### src/rtl/pwr_mode_pkg.sv
package pwr_mode_pkg;

   typedef enum logic [2:0] {
      PM_RUN      = 3'd0,
      PM_IDLE     = 3'd1,
      PM_SLEEP    = 3'd2,
      PM_WAKE_SLP = 3'd3,
      PM_WAKE_IDL = 3'd4
   } pm_state_t;

   typedef enum logic [1:0] {
      CK_PRI = 2'b00,
      CK_SEC = 2'b01,
      CK_INT = 2'b10
   } ck_src_t;

   // Map the software select onto a source code; both 1x values pick internal.
   function automatic ck_src_t sel_to_src(input logic [1:0] sel);
      if (sel[1])      return CK_INT;
      else if (sel[0]) return CK_SEC;
      else             return CK_PRI;
   endfunction

   function automatic logic is_low_power(input pm_state_t s);
      return (s == PM_IDLE) || (s == PM_SLEEP);
   endfunction

endpackage

### src/rtl/pwr_mode_fsm.sv
module pwr_mode_fsm
   import pwr_mode_pkg::*;
(
   input  logic       clk,
   input  logic       rst_n,
   input  logic       sleep_req,
   input  logic       idle_en,
   input  logic [1:0] src_sel,
   input  logic       irq,
   input  logic       wdt_expire,
   input  logic       pri_osc_ready,
   output pm_state_t  state,
   output ck_src_t    idle_src,
   output logic       enter_sleep,
   output logic       wake_evt
);

   pm_state_t nxt;
   logic      enter_idle;
   logic      wake_any;

   assign wake_any = irq | wdt_expire;

   always_comb begin
      nxt         = state;
      enter_sleep = 1'b0;
      enter_idle  = 1'b0;
      wake_evt    = 1'b0;
      case (state)
         PM_RUN: begin
            // A simultaneous watchdog expiry takes precedence over the strobe.
            if (sleep_req && !wdt_expire) begin
               if (idle_en) begin
                  nxt        = PM_IDLE;
                  enter_idle = 1'b1;
               end else begin
                  nxt         = PM_SLEEP;
                  enter_sleep = 1'b1;
               end
            end
         end
         PM_IDLE: begin
            if (wake_any) begin
               nxt      = PM_WAKE_IDL;
               wake_evt = 1'b1;
            end
         end
         PM_SLEEP: begin
            if (wake_any) begin
               nxt      = PM_WAKE_SLP;
               wake_evt = 1'b1;
            end
         end
         PM_WAKE_SLP, PM_WAKE_IDL: begin
            if (pri_osc_ready) nxt = PM_RUN;
         end
         default: nxt = PM_RUN;
      endcase
   end

   always_ff @(posedge clk or negedge rst_n) begin
      if (!rst_n) begin
         state    <= PM_RUN;
         idle_src <= CK_PRI;
      end else begin
         state <= nxt;
         if (enter_idle) idle_src <= sel_to_src(src_sel);
      end
   end

endmodule

### src/rtl/pwr_start_timer.sv
module pwr_start_timer #(
   parameter int START_DLY = 80
) (
   input  logic clk,
   input  logic rst_n,
   input  logic load,
   output logic done
);

   localparam int CNT_W = $clog2(START_DLY + 1);

   logic [CNT_W-1:0] cnt;

   assign done = (cnt == '0);

   always_ff @(posedge clk or negedge rst_n) begin
      if (!rst_n)     cnt <= CNT_W'(START_DLY);
      else if (load)  cnt <= CNT_W'(START_DLY);
      else if (!done) cnt <= cnt - CNT_W'(1);
   end

endmodule

### src/rtl/pwr_clk_route.sv
module pwr_clk_route
   import pwr_mode_pkg::*;
#(
   parameter bit ALLOW_FAST_START = 1'b1
) (
   input  pm_state_t  state,
   input  ck_src_t    idle_src,
   input  logic       fast_start_en,
   output logic       cpu_en,
   output logic [1:0] cpu_src,
   output logic       per_en,
   output logic [1:0] per_src,
   output logic       pri_en
);

   logic fast_eff;

   generate
      if (ALLOW_FAST_START) begin : g_fast
         assign fast_eff = fast_start_en;
      end else begin : g_no_fast
         assign fast_eff = 1'b0;
      end
   endgenerate

   always_comb begin
      cpu_en  = 1'b0;
      cpu_src = CK_PRI;
      per_en  = 1'b0;
      per_src = CK_PRI;
      pri_en  = 1'b1;
      case (state)
         PM_RUN: begin
            cpu_en = 1'b1;
            per_en = 1'b1;
         end
         PM_IDLE: begin
            per_en  = 1'b1;
            per_src = idle_src;
         end
         PM_SLEEP: begin
            pri_en = 1'b0;
         end
         PM_WAKE_SLP: begin
            if (fast_eff) begin
               cpu_en  = 1'b1;
               cpu_src = CK_INT;
               per_en  = 1'b1;
               per_src = CK_INT;
            end
         end
         PM_WAKE_IDL: begin
            cpu_en  = 1'b1;
            cpu_src = idle_src;
            per_en  = 1'b1;
            per_src = idle_src;
         end
         default: begin
            cpu_en = 1'b1;
            per_en = 1'b1;
         end
      endcase
   end

endmodule

### src/rtl/pwr_mode_ctl.sv
module pwr_mode_ctl
   import pwr_mode_pkg::*;
#(
   parameter int START_DLY        = 80,
   parameter bit ALLOW_FAST_START = 1'b1
) (
   input  logic       clk,
   input  logic       rst_n,
   input  logic       sleep_req,
   input  logic       idle_en,
   input  logic [1:0] src_sel,
   input  logic       irq,
   input  logic       wdt_expire,
   input  logic       pri_osc_ready,
   input  logic       fast_start_en,
   output logic       cpu_clk_en,
   output logic [1:0] cpu_clk_src,
   output logic       per_clk_en,
   output logic [1:0] per_clk_src,
   output logic       pri_osc_en,
   output logic       osc_start_stat,
   output logic       wdt_rst_req,
   output logic       cpu_exec_ready
);

   localparam int MAX_DLY = 1 << 20;

   generate
      if (START_DLY < 1) begin : g_bad_dly_low
         $error("pwr_mode_ctl: START_DLY must be at least 1");
      end
      if (START_DLY > MAX_DLY) begin : g_bad_dly_high
         $error("pwr_mode_ctl: START_DLY exceeds supported range");
      end
   endgenerate

   pm_state_t state;
   ck_src_t   idle_src;
   logic      enter_sleep;
   logic      wake_evt;
   logic      dly_done;
   logic      stat_q;
   logic      wdt_q;

   pwr_mode_fsm u_fsm (
      .clk           (clk),
      .rst_n         (rst_n),
      .sleep_req     (sleep_req),
      .idle_en       (idle_en),
      .src_sel       (src_sel),
      .irq           (irq),
      .wdt_expire    (wdt_expire),
      .pri_osc_ready (pri_osc_ready),
      .state         (state),
      .idle_src      (idle_src),
      .enter_sleep   (enter_sleep),
      .wake_evt      (wake_evt)
   );

   pwr_start_timer #(.START_DLY(START_DLY)) u_timer (
      .clk   (clk),
      .rst_n (rst_n),
      .load  (wake_evt),
      .done  (dly_done)
   );

   pwr_clk_route #(.ALLOW_FAST_START(ALLOW_FAST_START)) u_route (
      .state         (state),
      .idle_src      (idle_src),
      .fast_start_en (fast_start_en),
      .cpu_en        (cpu_clk_en),
      .cpu_src       (cpu_clk_src),
      .per_en        (per_clk_en),
      .per_src       (per_clk_src),
      .pri_en        (pri_osc_en)
   );

   // Oscillator-start status: cleared on Sleep entry, set once primary is up.
   always_ff @(posedge clk or negedge rst_n) begin
      if (!rst_n)                          stat_q <= 1'b0;
      else if (enter_sleep)                stat_q <= 1'b0;
      else if (pri_osc_en && pri_osc_ready) stat_q <= 1'b1;
   end

   // Watchdog expiry is a reset request only while the CPU is running.
   always_ff @(posedge clk or negedge rst_n) begin
      if (!rst_n) wdt_q <= 1'b0;
      else        wdt_q <= wdt_expire && !is_low_power(state);
   end

   assign osc_start_stat = stat_q;
   assign wdt_rst_req    = wdt_q;
   assign cpu_exec_ready = dly_done && cpu_clk_en;

endmodule

### config.mk
export PLATFORM = sky130hd
export DESIGN_NAME = pwr_mode_ctl
export DESIGN_NICKNAME = d
export VERILOG_FILES = /design/src/rtl/pwr_mode_pkg.sv /design/src/rtl/pwr_mode_fsm.sv /design/src/rtl/pwr_start_timer.sv /design/src/rtl/pwr_clk_route.sv /design/src/rtl/pwr_mode_ctl.sv
export SDC_FILE = /design/constraint.sdc
export NUM_CORES = 1
export LEC_CHECK = 0
export BUFFER_PORTS_ARGS = -buffer_cell sky130_fd_sc_hd__buf_2
export CAP_MARGIN = 20
export CORE_MARGIN = 2
export CORE_UTILIZATION = 55
export CTS_CLUSTER_SIZE = 40
export DETAILED_ROUTE_END_ITERATION = 10
export GPL_ROUTABILITY_DRIVEN = 0
export PLACE_DENSITY = 0.93
export SLEW_MARGIN = 0
export SYNTH_ARGS = -nofsm -noshare
export SYNTH_HDL_FRONTEND = slang
export SYNTH_SLANG_ARGS = --single-unit
export TNS_END_PERCENT = 1
### constraint.sdc
create_clock -name clk -period 4 [get_ports clk]
set_clock_uncertainty 0.2 [all_clocks]
set_input_delay 0.2 -clock clk [delete_from_list [all_inputs] [get_ports clk]]
set_output_delay 0.2 -clock clk [all_outputs]
set_load 0.005 [all_outputs]
### After elaboration in Yosys (flattened, before gate mapping)

Cells that the tools add are included.

* divide/modulo/power cells: 0
* reduce and logical (&&, ||, !) cells: 14
* multiplexer cells: 27
* bitwise gates (word level): 1
* magnitude comparators: 0
* $mul: 0
* shift-type cells: 0
* add/sub/neg operators: 1
* equality and inequality tests: 9

Operator list (number)
* $mux W7: 2
* $mux W1: 13
* $mux W3: 4
* $pmux W3 S4: 1
* $ne A2 B1 Y1 const B: 4
* $pmux W2 S2: 2
* $logic_not A7 Y1: 1
* $sub A7 B1 Y7 const B: 1
* $eq A3 B2 Y1 const B: 2
* $mux W2: 3
* $reduce_or A2 Y1: 3
* $logic_and A1 B1 Y1: 4
* $pmux W1 S2: 2
* $reduce_and A4 Y1: 1
* $eq A3 B1 Y1 const B: 1
* $eq A3 B3 Y1 const B: 1
* $logic_not A3 Y1: 1
* $logic_not A1 Y1: 2
* $ne A2 B2 Y1 const B: 1
* $reduce_bool A2 Y1: 1
* $logic_or A1 B1 Y1: 1
* $or A1 B1 Y1: 1

* latch bits: 0
* ROM bits: 0
* RAM bits: 0
* register bits after elaboration: 14
* memories: 0
* word-level logic and storage cells: 57

### Logic depth before layout (Yosys ltp)

* depth in word-level cells: 5
* gate-level depth with buffers: 7
* mapped depth without buffers: 6

### Hierarchy

Synthesis repeated with hierarchy kept, for this count alone.

* cell total of the unflattened synthesis: 87
* area total of the unflattened synthesis: 822.0 sq um

By module, submodules not included
* pwr_start_timer: cells each 39, times used 1, sequential area each 177.7 sq um, area an instance 370.4 sq um
* pwr_mode_fsm: cells each 26, times used 1, sequential area each 125.1 sq um, area an instance 271.5 sq um
* pwr_clk_route: cells each 15, times used 1, sequential area each 0.0 sq um, area an instance 98.8 sq um
* pwr_mode_ctl: cells each 7, times used 1, sequential area each 50.0 sq um, area an instance 81.3 sq um

### Worst setup path before layout

No wires, ideal clock.

* kind: reg-to-reg
* start point: register u_timer.cnt[0]
* end point: register u_timer.cnt[5]
* setup slack: 1910 ps
* arrival: 1739 ps
* data required time: 3649 ps
* buffers on the path: 1
* clock period less this slack: 2090 ps
* cell stages (with the launch flop): 8
* cell sequence: dfrtp_1 inv_1 ha_1 or3b_4 or4_1 buf_2 or3b_1 a21oi_2

* longest elaborated chain between the ends: 3

RTL lines
* start: declaration: RTL line pwr_start_timer.sv:12 `logic [CNT_W-1:0] cnt;`
* start signal: assignment: RTL line pwr_start_timer.sv:17 `if (!rst_n) cnt <= CNT_W'(START_DLY);`
* start signal: assignment: RTL line pwr_start_timer.sv:18 `else if (load) cnt <= CNT_W'(START_DLY);`
* start signal: assignment: RTL line pwr_start_timer.sv:19 `else if (!done) cnt <= cnt - CNT_W'(1);`
* $sub A7 B1 Y7: RTL line pwr_start_timer.sv:19
* $mux W7: RTL line pwr_start_timer.sv:19
* $mux W7: RTL line pwr_start_timer.sv:18

Parallel ways exist; a longest one is shown, timed or not. The select of a mux whose other input is x is not followed.
A chain may end at the register's enable or synchronous reset.

### Final worst setup path

* start point: register u_timer.cnt[0]
* end point: output cpu_exec_ready

* longest elaborated chain between the ends: 2

RTL lines
* $logic_not A7 Y1: RTL line pwr_start_timer.sv:14 `assign done = (cnt == '0);`
* $logic_and A1 B1 Y1: RTL line pwr_mode_ctl.sv:93 `assign cpu_exec_ready = dly_done && cpu_clk_en;`
* end: declaration: RTL line pwr_mode_ctl.sv:23 `output logic cpu_exec_ready`

No other way between the ends.

==> results.sh <==
export IMPL_synth_flop_cell="dfrtp_1"
export IMPL_p_per_area_nw_per_um2=746
export IMPL_synth_common_cells="nor2_1, dfrtp_1, a21oi_1, nand2_1, nor2b_1"
export IMPL_first_iter_violations=13
export IMPL_drc=0
export IMPL_path_class="reg2out"
export IMPL_p_leak_nw=0.460
export IMPL_synth_avg_cell_area_sq_um=8.80
export IMPL_rsz0062_at_grt="no"
export IMPL_viasPerCell=5.73
export IMPL_grt_overflow_total=0
export IMPL_clk_latency_ns=0.29
export IMPL_critPathArrivalTime_ns=2.20
export IMPL_instances_no_fill=132
export IMPL_critPathMaxFanout=8
export IMPL_hold_path_class="in2reg"
export IMPL_r2r_start="u_timer.cnt[0]$_DFFE_PN0P_"
export IMPL_wl_met2_um=921
export IMPL_synth_top_area_share_pct=36.3
export IMPL_grt_pass1_vias=730
export IMPL_cts_buffer_depth=2
export IMPL_hpwl_um=1260
export IMPL_fin_crit_sh_pct=65.0
export IMPL_reg2reg_slack_ns=1.75
export IMPL_dp_cells=124
export IMPL_critPathSlowestCell="or4_1"
export IMPL_rr_endpoint="u_timer.cnt[5]$_DFFE_PN0P_"
export IMPL_ant_nets=0
export IMPL_slew_violations=0
export IMPL_syn_area_sq_um=827
export IMPL_synth_largest_area_cell="dfrtp_1"
export IMPL_max_slew_margin_pct=34.9
export IMPL_io_buffers=19
export IMPL_hp_start="idle_en"
export IMPL_peakVddDrop_v=0.000521
export IMPL_ctsRootBufferMaster="clkbuf_4"
export IMPL_num_antenna_cells=0
export IMPL_antenna_found_initial=0
export IMPL_synth_edf_count=0
export IMPL_grt_first_pass_wirelength_um=3150
export IMPL_cp_start_kind="flip-flop"
export IMPL_tightest_slew_ns=0.970
export IMPL_cp_data_required_time_ns=3.60
export IMPL_ys_warn_count=0
export IMPL_synthDistinctLibCells=35
export IMPL_layout_drive_gt1_share_pct=27.4
export IMPL_fp_dieArea_sq_um=1830
export IMPL_p_total_uw=745
export IMPL_min_to="osc_start_stat$_DFFE_PN0P_"
export IMPL_dr_pass1_iters=4
export IMPL_yosys_register_bits=14
export IMPL_async_flop_share_pct=100
export IMPL_grt_max_degree=16
export IMPL_synth_most_common_cell="nor2_1"
export IMPL_rows=13
export IMPL_r2r_cells=6
export IMPL_cts_max_level=1
export IMPL_ioPinCount=20
export IMPL_hold_viol=0
export IMPL_finalNetCount=129
export IMPL_cap_violations=0
export IMPL_endpoint_kind="primary output"
export IMPL_synth_cells=94
export IMPL_syn_nets=105
export IMPL_finalCriticalPeriod_ns=2.60
export IMPL_critical_path_top_delay_family="simple AND/OR/NAND/NOR gates"
export IMPL_tritoncts="built"
export IMPL_routedLengthMet1_um=743
export IMPL_slowest_delay_ns=0.57
export IMPL_post_cts_buffers=0
export IMPL_max_freq_mhz=385
export IMPL_initial_utilization_pct=61.3
export IMPL_whs_ns=0.0212
export IMPL_path_cells="inv_1 -> ha_1 -> or3b_4 -> or4_1 -> nor2b_1 -> buf_2"
export IMPL_num_vias=757
export IMPL_wire_per_inst_um=13.6
export IMPL_synth_area_top_cells="dfrtp_1, dfstp_2, nor2_1"
export IMPL_whs_path_depth=3
export IMPL_fin_tns_setup_ns=0
export IMPL_wl_um=1800
export IMPL_outcome="complete, no violations"
export IMPL_wl_met3_um=98
export IMPL_gr_usage_all_layers_pct=23.4
export IMPL_area_delta_synth_final_pct=20.7
export IMPL_fin_util_pct=74.0
export IMPL_highest_signal_layer="met4"
export IMPL_worst_path_buf_inv=2
export IMPL_ys_seq_area_share_pct=42.7
export IMPL_setup_viol=0
export IMPL_clock_sinks=14
export IMPL_cts_buffers=3
export IMPL_die_h_um=42.8
export IMPL_die_width_um=42.8
export IMPL_fill_cells=97
export IMPL_path_clk_slew_ns=0.09
export IMPL_core_area_sq_um=1350
## routing by layer
layer  global-route usage, %  vias up
met5                       0        -
met4                    10.6        0
met3                    7.23        4
met2                    39.4       21
met1                    26.9      358
li1                        -      374
## cell usage in the layout (no fill, tap or decap), types with 2 or more instances in the layout
cell type,Yosys,final
buf_2,3,19
nor2_1,14,14
dfrtp_1,12,12
nand2_1,9,9
a21oi_1,9,9
nor2b_1,5,5
nand2b_1,4,4
dlygate4sd3_1,0,4
inv_1,3,3
xnor2_1,3,3
clkbuf_4,0,3
and2_1,2,2
a22o_1,2,2
or3_1,2,2
or2_2,2,2
nand3b_1,2,2
dfstp_2,2,2
## how the worst max path moves through the flow
stage | from | to | slack, ns | cells after the start
2_1_floorplan | u_timer.cnt[0]$_DFFE_PN0P_ | u_timer.cnt[5]$_DFFE_PN0P_ | 1.91 | 7
3_3_place_gp | u_timer.cnt[0]$_DFFE_PN0P_ | cpu_exec_ready | 1.78 | 6
3_5_place_dp | u_timer.cnt[0]$_DFFE_PN0P_ | cpu_exec_ready | 1.73 | 6
4_1_cts | u_timer.cnt[0]$_DFFE_PN0P_ | cpu_exec_ready | 1.40 | 6
5_1_grt | u_timer.cnt[0]$_DFFE_PN0P_ | cpu_exec_ready | 1.29 | 6
6_report | u_timer.cnt[0]$_DFFE_PN0P_ | cpu_exec_ready | 1.40 | 6
## worst reg2reg max path: stages (launching register included)
cell	delay, ns
dfrtp_1	0.41
inv_1	0.07
ha_1	0.17
or3b_4	0.40
or4_1	0.57
or3b_1	0.24
a21oi_2	0.04
## where the power goes
group	internal, mW	total [mW]	switching (mW)
sequential	0.206	0.283	0.0767
clock	0.0555	0.104	0.0485
combinational	0.181	0.358	0.177
## cell families after synthesis
| family | count (synthesis) | synth area share, % |
|---|---|---|
| fa+ha+maj | 1 | 1.51 |
| xor+xnor | 3 | 3.18 |
| compound gates | 20 | 16.6 |
| buf+inv | 7 | 3.63 |
| simple gates | 48 | 31.0 |
| flops | 14 | 42.7 |
| mux | 1 | 1.36 |
## sequential cells by signal (all words and copies together), names as in the netlist
name	count
wdt_rst_req	1
u_timer.cnt	7
u_fsm.idle_src	2
u_fsm.state	3
osc_start_stat	1
## cell type report
type                    count  area [sq um]  share of cell area, %
repair buffers             23           135                   13.5
clock buffers               4          36.3                   3.63
well taps                  15          18.8                   1.88
inverters                   3          11.3                   1.13
multi-input cells          73           444                   44.5
flip-flops and latches     14           353                   35.3
## timing repair
item	CTS	global route
resized for setup	0	0
hold buffers	4	0
endpoints found under the hold margin	17	0
## stage by stage
stage	cell area [sq um]	worst slack [ns]
6_report	998	1.40
5_1_grt	998	1.29
4_1_cts	998	1.40
3_5_place_dp	922	1.73
3_3_place_gp	922	1.78
2_1_floorplan	827	1.91
(Power assumes the default switching activity.)
